`src/rtl/irq_pkg.sv`:
```
package irq_pkg;
  localparam int AW         = 32;
  localparam int VW         = 5;
  localparam int SLOT_SHIFT = 2;

  typedef logic [AW-1:0] addr_t;
  typedef logic [VW-1:0] vec_t;

  typedef enum logic [2:0] {
    ST_IDLE,
    ST_PUSH,
    ST_FETCH_VECTOR,
    ST_POP,
    ST_LOAD_PC
  } seq_state_t;

  // Address of the table slot that holds the handler pointer
  function automatic addr_t slot_addr(addr_t base, vec_t v);
    return base + (addr_t'(v) << SLOT_SHIFT);
  endfunction

  // Return stack grows toward lower addresses
  function automatic addr_t stack_down(addr_t sp);
    return sp - (addr_t'(1) << SLOT_SHIFT);
  endfunction

  function automatic addr_t stack_up(addr_t sp);
    return sp + (addr_t'(1) << SLOT_SHIFT);
  endfunction
endpackage

```
`src/rtl/irq_arb.sv`:
```
module irq_arb
  import irq_pkg::*;
#(
  parameter vec_t HW_VEC = vec_t'(8)
) (
  input  logic clk,
  input  logic rst_n,
  input  logic idle,
  input  logic boundary,
  input  logic hw_req,
  input  logic sw_req,
  input  vec_t sw_vec,
  input  logic ret_req,
  input  logic ret_done,
  output logic sw_take,
  output logic hw_take,
  output logic ret_take,
  output logic take_enter,
  output vec_t enter_vec,
  output logic ie
);
  logic hw_pend_q;
  logic ie_q;
  logic hw_any;
  logic sample;

  assign hw_any     = hw_pend_q | hw_req;
  assign sample     = idle & boundary;
  assign sw_take    = sample & sw_req;
  assign ret_take   = sample & ret_req & ~sw_req;
  assign hw_take    = sample & ~sw_req & ~ret_req & hw_any & ie_q;
  assign take_enter = sw_take | hw_take;
  assign enter_vec  = sw_take ? sw_vec : HW_VEC;
  assign ie         = ie_q;

  always_ff @(posedge clk or negedge rst_n) begin
    if (!rst_n) begin
      hw_pend_q <= 1'b0;
      ie_q      <= 1'b1;
    end else begin
      hw_pend_q <= hw_any & ~hw_take;
      if (take_enter)    ie_q <= 1'b0;
      else if (ret_done) ie_q <= 1'b1;
    end
  end
endmodule

```
`src/rtl/irq_seq.sv`:
```
module irq_seq
  import irq_pkg::*;
(
  input  logic  clk,
  input  logic  rst_n,
  input  logic  take_enter,
  input  logic  take_ret,
  input  vec_t  enter_vec,
  input  addr_t cur_pc,
  input  addr_t itb,
  input  addr_t rsp,
  output logic  mem_req,
  output logic  mem_we,
  output addr_t mem_addr,
  output addr_t mem_wdata,
  input  logic  mem_ack,
  input  addr_t mem_rdata,
  output logic  pc_load,
  output addr_t pc_next,
  output logic  rsp_load,
  output addr_t rsp_next,
  output logic  busy,
  output logic  idle,
  output logic  ret_done
);
  seq_state_t state_q;
  addr_t      sp_q;
  addr_t      tab_q;
  addr_t      save_pc_q;
  addr_t      hdl_q;
  logic       is_ret_q;

  always_ff @(posedge clk or negedge rst_n) begin
    if (!rst_n) begin
      state_q   <= ST_IDLE;
      sp_q      <= '0;
      tab_q     <= '0;
      save_pc_q <= '0;
      hdl_q     <= '0;
      is_ret_q  <= 1'b0;
    end else begin
      unique case (state_q)
        ST_IDLE: begin
          if (take_enter) begin
            sp_q      <= stack_down(rsp);
            tab_q     <= slot_addr(itb, enter_vec);
            save_pc_q <= cur_pc;
            is_ret_q  <= 1'b0;
            state_q   <= ST_PUSH;
          end else if (take_ret) begin
            sp_q     <= rsp;
            is_ret_q <= 1'b1;
            state_q  <= ST_POP;
          end
        end
        ST_PUSH: if (mem_ack) state_q <= ST_FETCH_VECTOR;
        ST_FETCH_VECTOR: begin
          if (mem_ack) begin
            hdl_q   <= mem_rdata;
            state_q <= ST_LOAD_PC;
          end
        end
        ST_POP: begin
          if (mem_ack) begin
            hdl_q   <= mem_rdata;
            sp_q    <= stack_up(sp_q);
            state_q <= ST_LOAD_PC;
          end
        end
        ST_LOAD_PC: state_q <= ST_IDLE;
        default:    state_q <= ST_IDLE;
      endcase
    end
  end

  always_comb begin
    mem_req  = 1'b0;
    mem_we   = 1'b0;
    mem_addr = '0;
    unique case (state_q)
      ST_PUSH:         begin mem_req = 1'b1; mem_we = 1'b1; mem_addr = sp_q;  end
      ST_FETCH_VECTOR: begin mem_req = 1'b1;                mem_addr = tab_q; end
      ST_POP:          begin mem_req = 1'b1;                mem_addr = sp_q;  end
      default: ;
    endcase
  end

  assign mem_wdata = save_pc_q;
  assign idle      = (state_q == ST_IDLE);
  assign busy      = ~idle;
  assign pc_load   = (state_q == ST_LOAD_PC);
  assign rsp_load  = pc_load;
  assign pc_next   = hdl_q;
  assign rsp_next  = sp_q;
  assign ret_done  = pc_load & is_ret_q;
endmodule

```
`src/rtl/irq_dispatch.sv`:
```
module irq_dispatch
  import irq_pkg::*;
#(
  parameter vec_t HW_VEC = vec_t'(8)
) (
  input  logic          clk,
  input  logic          rst_n,
  input  logic          boundary,
  input  logic          hw_req,
  input  logic          sw_req,
  input  logic [VW-1:0] sw_vec,
  input  logic          ret_req,
  input  logic [AW-1:0] cur_pc,
  input  logic [AW-1:0] itb,
  input  logic [AW-1:0] rsp,
  output logic          mem_req,
  output logic          mem_we,
  output logic [AW-1:0] mem_addr,
  output logic [AW-1:0] mem_wdata,
  input  logic          mem_ack,
  input  logic [AW-1:0] mem_rdata,
  output logic          pc_load,
  output logic [AW-1:0] pc_next,
  output logic          rsp_load,
  output logic [AW-1:0] rsp_next,
  output logic          ie,
  output logic          busy
);
  // Named internal events, visible to the bound checker
  logic sw_take;
  logic hw_take;
  logic ret_take;
  logic take_enter;
  logic idle;
  logic ret_done;
  vec_t enter_vec;

  irq_arb #(.HW_VEC(HW_VEC)) u_arb (
    .clk        (clk),
    .rst_n      (rst_n),
    .idle       (idle),
    .boundary   (boundary),
    .hw_req     (hw_req),
    .sw_req     (sw_req),
    .sw_vec     (sw_vec),
    .ret_req    (ret_req),
    .ret_done   (ret_done),
    .sw_take    (sw_take),
    .hw_take    (hw_take),
    .ret_take   (ret_take),
    .take_enter (take_enter),
    .enter_vec  (enter_vec),
    .ie         (ie)
  );

  irq_seq u_seq (
    .clk        (clk),
    .rst_n      (rst_n),
    .take_enter (take_enter),
    .take_ret   (ret_take),
    .enter_vec  (enter_vec),
    .cur_pc     (cur_pc),
    .itb        (itb),
    .rsp        (rsp),
    .mem_req    (mem_req),
    .mem_we     (mem_we),
    .mem_addr   (mem_addr),
    .mem_wdata  (mem_wdata),
    .mem_ack    (mem_ack),
    .mem_rdata  (mem_rdata),
    .pc_load    (pc_load),
    .pc_next    (pc_next),
    .rsp_load   (rsp_load),
    .rsp_next   (rsp_next),
    .busy       (busy),
    .idle       (idle),
    .ret_done   (ret_done)
  );
endmodule

```
`config.mk`:
```
export PLATFORM = sky130hd
export DESIGN_NAME = irq_dispatch
export DESIGN_NICKNAME = d
export VERILOG_FILES = /design/src/rtl/irq_pkg.sv /design/src/rtl/irq_arb.sv /design/src/rtl/irq_seq.sv /design/src/rtl/irq_dispatch.sv
export SDC_FILE = /design/constraint.sdc
export NUM_CORES = 1
export LEC_CHECK = 0
export BUFFER_PORTS_ARGS = -buffer_cell sky130_fd_sc_hd__buf_2
export CAP_MARGIN = 5
export CORE_UTILIZATION = 45
export DETAILED_ROUTE_END_ITERATION = 6
export PLACE_DENSITY_LB_ADDON = 0.1
export SYNTH_ARGS = -nofsm -noshare
export SYNTH_HDL_FRONTEND = slang
export SYNTH_SLANG_ARGS = --single-unit
export TNS_END_PERCENT = 50
```
`constraint.sdc`:
```
create_clock -name clk -period 3.1 [get_ports clk]
set_input_delay 0.62 -clock clk [delete_from_list [all_inputs] [get_ports clk]]
set_output_delay 0.62 -clock clk [all_outputs]
set_load 0.01 [all_outputs]
```
==> impl_metrics.env, run 1 <==
export IMPL_status="complete, no violations"
export IMPL_timing_fmax_ghz=0.370
export IMPL_fin_cells=1300
export IMPL_routed_wl_mm=22.5
export IMPL_hp_class="primary input to asynchronous set/reset pin"
export IMPL_crit_path_end_kind="output port"
export IMPL_cts_tree="done"
export IMPL_peakVddDrop_uv=513
export IMPL_crit_family="buffers and inverters"
export IMPL_switching_power_mw=3.74
export IMPL_max_slew_margin=0.555
export IMPL_rsz0062_at_grt="no"
export IMPL_track_usage=0.276
export IMPL_layout_drive_gt1_share=0.353
export IMPL_synth_top_area_share=0.454
export IMPL_synth_edf_count=0
export IMPL_die_w_um=130
export IMPL_syn_to_final_growth_pct=30.6
export IMPL_syn_area_um2=7330
export IMPL_clk_latency_ns=0.42
export IMPL_clk_pin_slew_ns=0.07
export IMPL_start_util=0.462
export IMPL_wl_per_cell_um=17.3
export IMPL_ant_nets=0
export IMPL_worstReg2RegStart="u_seq.state_q[2]"
export IMPL_cp_cell_sequence="buf_4 -> nor3b_2 -> buf_4 -> a22o_1 -> buf_2"
export IMPL_synth_seq_cells=134
export IMPL_first_global_vias=6722
export IMPL_num_vias=7001
export IMPL_crit_type="flop to output port"
export IMPL_nNetsFinal=1219
export IMPL_netlist_instances=800
export IMPL_crit_start="u_seq.state_q[2]"
export IMPL_worstPathArrival_ns=2.08
export IMPL_fin_skew_ns=0.00887
export IMPL_async_flop_share=1.00
export IMPL_cts_sinks=134
export IMPL_viasPerCell=5.39
export IMPL_p_leak_nw=4.67
export IMPL_path_buf_inv=3
export IMPL_drv_slew=0
export IMPL_cts_setup_buffers=0
export IMPL_drt_iter0_drc=371
export IMPL_grt_pass1_wl_mm=35.3
export IMPL_power_density_nw_per_um2=951
export IMPL_period_needed_ns=2.70
export IMPL_switching_share=0.410
export IMPL_power_frac_comb=0.412
export IMPL_root_buffer="clkbuf_16"
export IMPL_synth_distinct_cells=62
export IMPL_power_frac_seq=0.368
export IMPL_diodes=0
export IMPL_worst_path_max_fanout=30
export IMPL_finalWeightedCongestion=0.881
export IMPL_crit_top_cell="buf_4"
export IMPL_place_hpwl_mm=16.8
export IMPL_drc_errors=0
export IMPL_nFillCells=1468
export IMPL_internal_power_mw=5.37
export IMPL_synthTopCellsByArea="dfrtp_1, nand2_1, mux2_2"
export IMPL_final_period_utilization=0.873
export IMPL_numCtsBuffers=17
export IMPL_slowest_stage="dfrtp_1"
export IMPL_antenna_found_initial=1
export IMPL_synthFlopType="dfrtp_1"
export IMPL_yosysWarningCount=0
export IMPL_coreArea_um2=15900
export IMPL_holdBufCountCts=0
export IMPL_hold_viol_final=0
export IMPL_tns_ns=0
export IMPL_syn_nets=948
export IMPL_drv_cap=0
export IMPL_synth_top_area_cell="dfrtp_1"
export IMPL_p_clk_frac=0.220
export IMPL_io_buffers=273
export IMPL_cp_required_ns=2.48
export IMPL_die_h_um=130
export IMPL_critPathLaunchType="flop"
export IMPL_clockBufferDepth=2
export IMPL_dieArea_um2=16800
export IMPL_ys_seq_area_frac=0.457
export IMPL_overflow=0
export IMPL_row_count=46
export IMPL_synth_avg_cell_area_um2=9.17
export IMPL_cts_resized=0
export IMPL_grt_max_degree=59
export IMPL_detail_route_first_pass_iterations=4
export IMPL_cts_max_level=4
export IMPL_max_stage_delay_ns=0.41
export IMPL_placedCellCount=1268
export IMPL_timing_hold_ws_ns=0.0444
export IMPL_worst_pin_slew_ns=0.666
export IMPL_report_final_setup_viol=0
export IMPL_ios=274
[power by group through the flow]
stage	clock network, mW	logic [mW]	registers (mW)
after floorplan	0	1.97	3.43
after global placement	0	3.72	3.36
after detailed placement	0	3.78	3.36
after CTS	2.04	3.77	3.35
after global routing	2.10	4.16	3.45
final	2.01	3.75	3.35
[layer usage]
metal  routed length (µm)  vias up  global-route usage
met5                   13        -                   0
met4                  490        2              0.0999
met3                 1810       36              0.0818
met2                10800      283               0.462
met1                 9320     3296               0.336
li1                     -     3384                   -
[stage by stage]
| stage | util | area [µm²] | power (mW) | setup WS [ns] |
|---|---|---|---|---|
| after floorplan | - | 7330 | 5.40 | 0.442 |
| after global placement | 0.567 | 9000 | 7.07 | 0.314 |
| after detailed placement | 0.567 | 9000 | 7.14 | 0.242 |
| after CTS | 0.603 | 9580 | 9.16 | 0.377 |
| after global routing | 0.603 | 9580 | 9.71 | 0.244 |
| final | 0.603 | 9580 | 9.11 | 0.395 |
[worst reg2reg max path, delay by kind of cell (launching register included)]
kind                     cells  cell delay (ns)
adder cells (fa/ha/maj)      1             0.26
AO/OA/AOI/OAI                4             0.79
flip-flops                   1             0.41
XOR/XNOR                     1             0.16
AND/OR/NAND/NOR              3             0.84
[synthesized netlist by cell type (3+ instances only)]
library cell  number
a211oi_1           3
a221o_1            5
xnor2_1           18
o221ai_1           5
inv_1              6
nand3_1           25
and3_1            21
nor4_1             7
xor2_1            38
o211ai_1           5
mux2_2            32
buf_6              3
dfrtp_1          133
a21o_1             3
and2_1             4
nor2b_1            3
nand2_1          186
a22o_1            31
nor3_1            15
o21ai_0           54
nor3b_1            5
and4_1             3
a31oi_1            5
nand2b_1           5
a221oi_1           4
or3_1              9
nor2_1            38
clkbuf_1          42
nand4_1           21
a21oi_1           24
ha_1               7
[logic make-up after synthesis]
kind of cell	after synthesis	synth area share
buf+inv	53	0.0309
simple gates	357	0.233
flops	134	0.457
compound gates	158	0.146
mux	34	0.0519
fa+ha+maj	8	0.0147
xor+xnor	56	0.0669
[final cells by class]
class                      count  area [µm²]  area share
clock inverter                14         140      0.0146
multi-input combinational    613        3770       0.394
sequential                   134        3350       0.350
clock buffer                  18         439      0.0458
tap                          216         270      0.0282
inverter                       6        22.5     0.00235
timing repair buffer         299        1580       0.165
[placed cells by master (no fill, tap or decap), types with 17 or more instances in the layout]
| master | count |
|---|---|
| a21oi_1 | 24 |
| a22o_1 | 31 |
| and3_1 | 21 |
| buf_2 | 272 |
| buf_4 | 25 |
| clkbuf_16 | 17 |
| dfrtp_1 | 133 |
| mux2_2 | 32 |
| nand2_1 | 186 |
| nand3_1 | 25 |
| nand4_1 | 21 |
| nor2_1 | 36 |
| o21ai_0 | 54 |
| xnor2_1 | 18 |
| xor2_1 | 38 |
[path summary, 6_finish.rpt]
path / slack [ns] / endpoint / depth (start not counted)
setup / recovery: 0.40 / mem_addr[31] / 5
hold / removal: 0.04 / u_seq.tab_q[11] / 1
setup reg to reg: 0.49 / u_seq.tab_q[31] / 9
hold reg to reg: 0.47 / u_seq.mem_wdata[9] / 2
max in group asynchronous: 2.35 / u_seq.mem_wdata[6] / 2
min in group clk: 0.38 / u_seq.mem_wdata[10] / 3
[flip-flops by register name, summed over array words and instances (netlist names)]
register and count:
u_seq.mem_wdata 32, u_seq.pc_next 32, u_seq.rsp_next 32, u_seq.tab_q 32, u_seq.state_q 3, u_arb.hw_pend_q 1
u_arb.ie 1, u_seq.is_ret_q 1
Note: power is estimated with default switching activity, not from simulation.
==> run 2: changes to the inputs <==
--- a/config.mk
+++ b/config.mk
@@ -9,8 +9,8 @@
 export CAP_MARGIN = 5
 export CORE_UTILIZATION = 45
 export DETAILED_ROUTE_END_ITERATION = 6
-export PLACE_DENSITY_LB_ADDON = 0.1
+export PLACE_DENSITY = 0.84
 export SYNTH_ARGS = -nofsm -noshare
 export SYNTH_HDL_FRONTEND = slang
 export SYNTH_SLANG_ARGS = --single-unit
-export TNS_END_PERCENT = 50
+export TNS_END_PERCENT = 10
==> impl_metrics.env, run 2 (same netlist as run 1, synthesis figures left out) <==
export IMPL_status="complete, no violations"
export IMPL_p_leak_nw=4.65
export IMPL_worstReg2RegStart="u_seq.state_q[1]"
export IMPL_power_frac_comb=0.404
export IMPL_timing_rr_end="u_seq.tab_q[22]"
export IMPL_routed_wl_mm=23.5
export IMPL_period_needed_ns=2.70
export IMPL_ant_nets=0
export IMPL_cts_resized=0
export IMPL_start_util=0.462
export IMPL_drv_slew=0
export IMPL_p_clk_frac=0.229
export IMPL_cp_cell_sequence="nor4b_4 -> and3_1 -> ha_1 -> fa_1 -> a211oi_1 -> o21bai_1 -> and3_1 -> nand2_1 -> xor2_1 -> o21ai_0"
export IMPL_busiest_layer="met2"
export IMPL_first_global_vias=7001
export IMPL_num_vias=7276
export IMPL_met3_usage=0.0826
export IMPL_switching_power_mw=3.79
export IMPL_overflow=0
export IMPL_antenna_found_initial=1
export IMPL_viasPerCell=5.62
export IMPL_track_usage=0.285
export IMPL_crit_path_end_kind="flop"
export IMPL_rsz0062_at_grt="no"
export IMPL_r2r_slack_ns=0.40
export IMPL_crit_start="u_seq.state_q[1]"
export IMPL_crit_top_cell="and3_1"
export IMPL_final_common_cell="buf_2"
export IMPL_hp_class="primary input to asynchronous set/reset pin"
export IMPL_wl_per_cell_um=18.2
export IMPL_clk_pin_slew_ns=0.06
export IMPL_ios=274
export IMPL_clk_latency_ns=0.42
export IMPL_final_cell_mix="buf_2, nand2_1, dfrtp_1, o21ai_0, xor2_1"
export IMPL_met1_usage=0.323
export IMPL_layout_drive_gt1_share=0.348
export IMPL_max_slew_margin=0.543
export IMPL_fin_total_pwr_mw=9.29
export IMPL_placed_cell_area_um2=8960
export IMPL_final_period_utilization=0.870
export IMPL_worst_pin_slew_ns=0.684
export IMPL_internal_power_mw=5.51
export IMPL_io_buffers=273
export IMPL_holdBufCountCts=0
export IMPL_critPathLaunchType="flop"
export IMPL_cts_setup_buffers=0
export IMPL_detail_route_first_pass_iterations=6
export IMPL_timing_hold_ws_ns=0.159
export IMPL_fin_skew_ns=0.00826
export IMPL_nNetsFinal=1213
export IMPL_worstPathArrival_ns=2.97
export IMPL_grt_max_degree=62
export IMPL_die_h_um=130
export IMPL_switching_share=0.407
export IMPL_design_area_um2=9580
export IMPL_post_route_util=0.603
export IMPL_drt_iter0_drc=615
export IMPL_grt_pass1_wl_mm=36.1
export IMPL_report_final_setup_viol=0
export IMPL_cts_sinks=134
export IMPL_max_stage_delay_ns=0.59
export IMPL_grt_use_met2=0.494
export IMPL_power_frac_seq=0.367
export IMPL_worst_path_max_fanout=12
export IMPL_peakVddDrop_uv=711
export IMPL_drv_cap=0
export IMPL_dieArea_um2=16800
export IMPL_root_buffer="clkbuf_16"
export IMPL_clockBufferDepth=2
export IMPL_drc_errors=0
export IMPL_die_w_um=130
export IMPL_place_hpwl_mm=17.6
export IMPL_crit_type="flop to flop"
export IMPL_cts_max_level=4
export IMPL_cts_tree="done"
export IMPL_timing_fmax_ghz=0.371
export IMPL_coreArea_um2=15900
export IMPL_power_density_nw_per_um2=970
export IMPL_diodes=0
export IMPL_slowest_stage="dfrtp_1"
export IMPL_hold_viol_final=0
export IMPL_numCtsBuffers=17
export IMPL_row_count=46
export IMPL_r2r_cells=10
export IMPL_finalWeightedCongestion=0.887
export IMPL_syn_to_final_growth_pct=30.6
export IMPL_cp_required_ns=3.37
export IMPL_tns_ns=0
run 2: changes by cell type in the layout (fill, tap and decap cells not counted), moves of 2 or more:
cell / before / now
bufinv_16: 1 / 3
buf_4: 25 / 19
nor2_2: 2 / 0
nor2_4: 0 / 2
clkinv_2: 2 / 0
clkbuf_1: 0 / 2
inv_6: 5 / 3
run 2: worst max path at each step:
| stage | endpoint |
|---|---|
| final | u_seq.tab_q[22] |
| after global routing | u_seq.tab_q[23] |
| after CTS | u_seq.tab_q[22] |
| after detailed placement | u_seq.tab_q[22] |
| after global placement | u_seq.tab_q[26] |
| after floorplan | u_seq.tab_q[28] |
run 2: power groups by stage:
stage	logic, mW	registers [mW]	clock network, mW
floorplan	1.97	3.43	0
global placement	3.64	3.39	0
detailed placement	3.77	3.41	0
CTS	3.77	3.39	2.15
global route	4.14	3.51	2.23
finish	3.75	3.41	2.13
run 2: worst max-delay path, delay by kind of cell (launching register included):
family,cells,cell delay [ns]
and+or+nand+nor,4,0.67
adders and majority gates,2,0.64
DFF,1,0.59
AOI/OAI and AO/OA,3,0.51
xor gates and xnor gates,1,0.14
run 2: routing by layer:
metal | share of wire | vias to the layer above
met5 | 0.00055 | -
met1 | 0.37 | 3459
met4 | 0.033 | 2
met2 | 0.51 | 386
met3 | 0.088 | 54
li1 | - | 3375
run 2: through the flow:
step	setup WS, ns	cells
floorplan	0.442	800
global placement	0.279	1262
detailed placement	0.207	1262
CTS	0.393	1294
global route	0.0864	1294
finish	0.402	1294
run 2: final cells by class:
| type | count | area, µm² |
|---|---|---|
| well taps | 216 | 270 |
| flip-flops and latches | 134 | 3350 |
| clock inverters | 12 | 169 |
| clock buffers | 20 | 447 |
| inverters | 6 | 22.5 |
| multi-input cells | 613 | 3780 |
| fillers | 1379 | 6300 |
| repair buffers | 293 | 1540 |
==> run 3: changes to the inputs <==
--- a/config.mk
+++ b/config.mk
@@ -7,6 +7,7 @@
 export LEC_CHECK = 0
 export BUFFER_PORTS_ARGS = -buffer_cell sky130_fd_sc_hd__buf_2
 export CAP_MARGIN = 5
+export CORE_MARGIN = 4
 export CORE_UTILIZATION = 45
 export DETAILED_ROUTE_END_ITERATION = 6
 export PLACE_DENSITY = 0.84
==> impl_metrics.env, run 3 (same netlist as run 1, synthesis figures left out) <==
export IMPL_r2r_cells=10
export IMPL_track_usage=0.268
export IMPL_report_final_setup_viol=0
export IMPL_path_buf_inv=0
export IMPL_cts_sinks=134
export IMPL_cp_cell_sequence="nor4b_4 -> and3_1 -> ha_1 -> fa_1 -> a211oi_1 -> o21bai_1 -> and3_1 -> nand2_1 -> xor2_1 -> o21ai_0"
export IMPL_antenna_found_initial=0
export IMPL_max_slew_margin=0.557
export IMPL_worstPathArrival_ns=3.05
export IMPL_final_cell_mix="buf_2, nand2_1, dfrtp_1, o21ai_0, xor2_1"
export IMPL_ios=274
export IMPL_status="complete, no violations"
export IMPL_timing_fmax_ghz=0.360
export IMPL_slowest_stage="dfrtp_1"
export IMPL_dieArea_um2=18400
export IMPL_clk_latency_ns=0.42
export IMPL_first_global_vias=7368
export IMPL_cp_required_ns=3.37
export IMPL_detail_route_first_pass_iterations=5
export IMPL_die_w_um=136
export IMPL_place_hpwl_mm=18.5
export IMPL_holdBufCountCts=0
export IMPL_io_buffers=273
export IMPL_worst_path_max_fanout=10
export IMPL_crit_path_end="u_seq.tab_q[26]"
export IMPL_design_area_um2=9550
export IMPL_overflow=0
export IMPL_post_route_util=0.599
export IMPL_final_common_cell="buf_2"
export IMPL_finalWeightedCongestion=0.935
export IMPL_clockBufferDepth=2
export IMPL_wl_per_cell_um=19.0
export IMPL_hold_viol_final=0
export IMPL_worstReg2RegStart="u_seq.state_q[0]"
export IMPL_drv_slew=0
export IMPL_cts_setup_buffers=0
export IMPL_crit_top_cell="and3_1"
export IMPL_root_buffer="clkbuf_16"
export IMPL_final_period_utilization=0.897
export IMPL_drt_iter0_drc=476
export IMPL_coreArea_um2=15900
export IMPL_rsz0062_at_grt="no"
export IMPL_drv_cap=0
export IMPL_critPathLaunchType="flop"
export IMPL_ant_nets=0
export IMPL_fin_skew_ns=0.0133
export IMPL_hp_class="primary input to asynchronous set/reset pin"
export IMPL_worst_pin_slew_ns=0.663
export IMPL_numCtsBuffers=17
export IMPL_drc_errors=0
export IMPL_power_density_nw_per_um2=961
export IMPL_crit_path_end_kind="flop"
export IMPL_grt_max_degree=63
export IMPL_max_stage_delay_ns=0.51
export IMPL_tns_ns=0
export IMPL_viasPerCell=5.57
export IMPL_die_h_um=136
export IMPL_p_leak_nw=4.64
export IMPL_cts_tree="done"
export IMPL_period_needed_ns=2.78
export IMPL_crit_start="u_seq.state_q[0]"
export IMPL_crit_type="flop to flop"
export IMPL_layout_drive_gt1_share=0.349
export IMPL_clk_pin_slew_ns=0.06
export IMPL_placed_cell_area_um2=8980
export IMPL_peakVddDrop_uv=483
export IMPL_start_util=0.460
export IMPL_nNetsFinal=1215
export IMPL_cp_num_cells=10
export IMPL_crit_family="simple AND/OR/NAND/NOR gates"
export IMPL_num_vias=7223
export IMPL_grt_pass1_wl_mm=38.6
export IMPL_timing_rr_end="u_seq.tab_q[26]"
export IMPL_r2r_slack_ns=0.32
export IMPL_routed_wl_mm=24.6
export IMPL_cts_resized=0
export IMPL_row_count=46
export IMPL_syn_to_final_growth_pct=30.2
export IMPL_cts_max_level=4
[run 3: worst min-delay path by stage]
stage	start	cells after the start	to	slack [ns]
CTS	rst_n	1	u_seq.tab_q[8]	0.06
detailed placement	u_seq.mem_wdata[10]	2	u_seq.mem_wdata[10]	0.46
global placement	u_seq.mem_wdata[1]	2	u_seq.mem_wdata[1]	0.45
floorplan	rst_n	0	u_arb.hw_pend_q	0.32
global route	rst_n	1	u_seq.pc_next[25]	0.07
finish	rst_n	1	u_seq.tab_q[8]	0.07
[run 3: worst register-to-register path, stage by stage (launching register included)]
cell      delay (ns)
dfrtp_1         0.51
nor4b_4         0.44
and3_1          0.21
ha_1            0.19
fa_1            0.25
a211oi_1        0.09
o21bai_1        0.26
and3_1          0.30
nand2_1         0.10
xor2_1          0.17
o21ai_0         0.10
[run 3: per-layer routing]
layer | global-route usage | share of wire | vias to the layer above
met4 | 0.0896 | 0.024 | 0
met5 | 0 | 0 | -
met1 | 0.309 | 0.37 | 3440
met3 | 0.0918 | 0.10 | 38
li1 | - | - | 3371
met2 | 0.467 | 0.51 | 374
[run 3: metrics by stage]
step | total power, mW | worst slack (ns) | cells | hold WS, ns
after floorplan | 5.40 | 0.442 | 800 | 0.324
after global placement | 7.10 | 0.255 | 1264 | 0.454
after detailed placement | 7.23 | 0.190 | 1264 | 0.457
after CTS | 9.20 | 0.346 | 1296 | 0.0592
after global routing | 9.77 | 0.104 | 1296 | 0.0678
final | 9.18 | 0.320 | 1297 | 0.0694
[run 3: power by group]
part / switching (mW) / leakage [nW] / total (mW) / internal, mW
combinational: 2.21 / 2.74 / 3.83 / 1.63
clock: 0.779 / 0.269 / 1.95 / 1.17
sequential: 0.810 / 1.63 / 3.40 / 2.59
[run 3: area by class of cell]
type                    instances  area, µm²
inverters                       6       22.5
fillers                      1428       6390
multi-input cells             613       3780
clock inverters                10       96.3
repair buffers                295       1550
clock buffers                  22        474
diodes                          1       2.50
flip-flops and latches        134       3350
well taps                     216        270
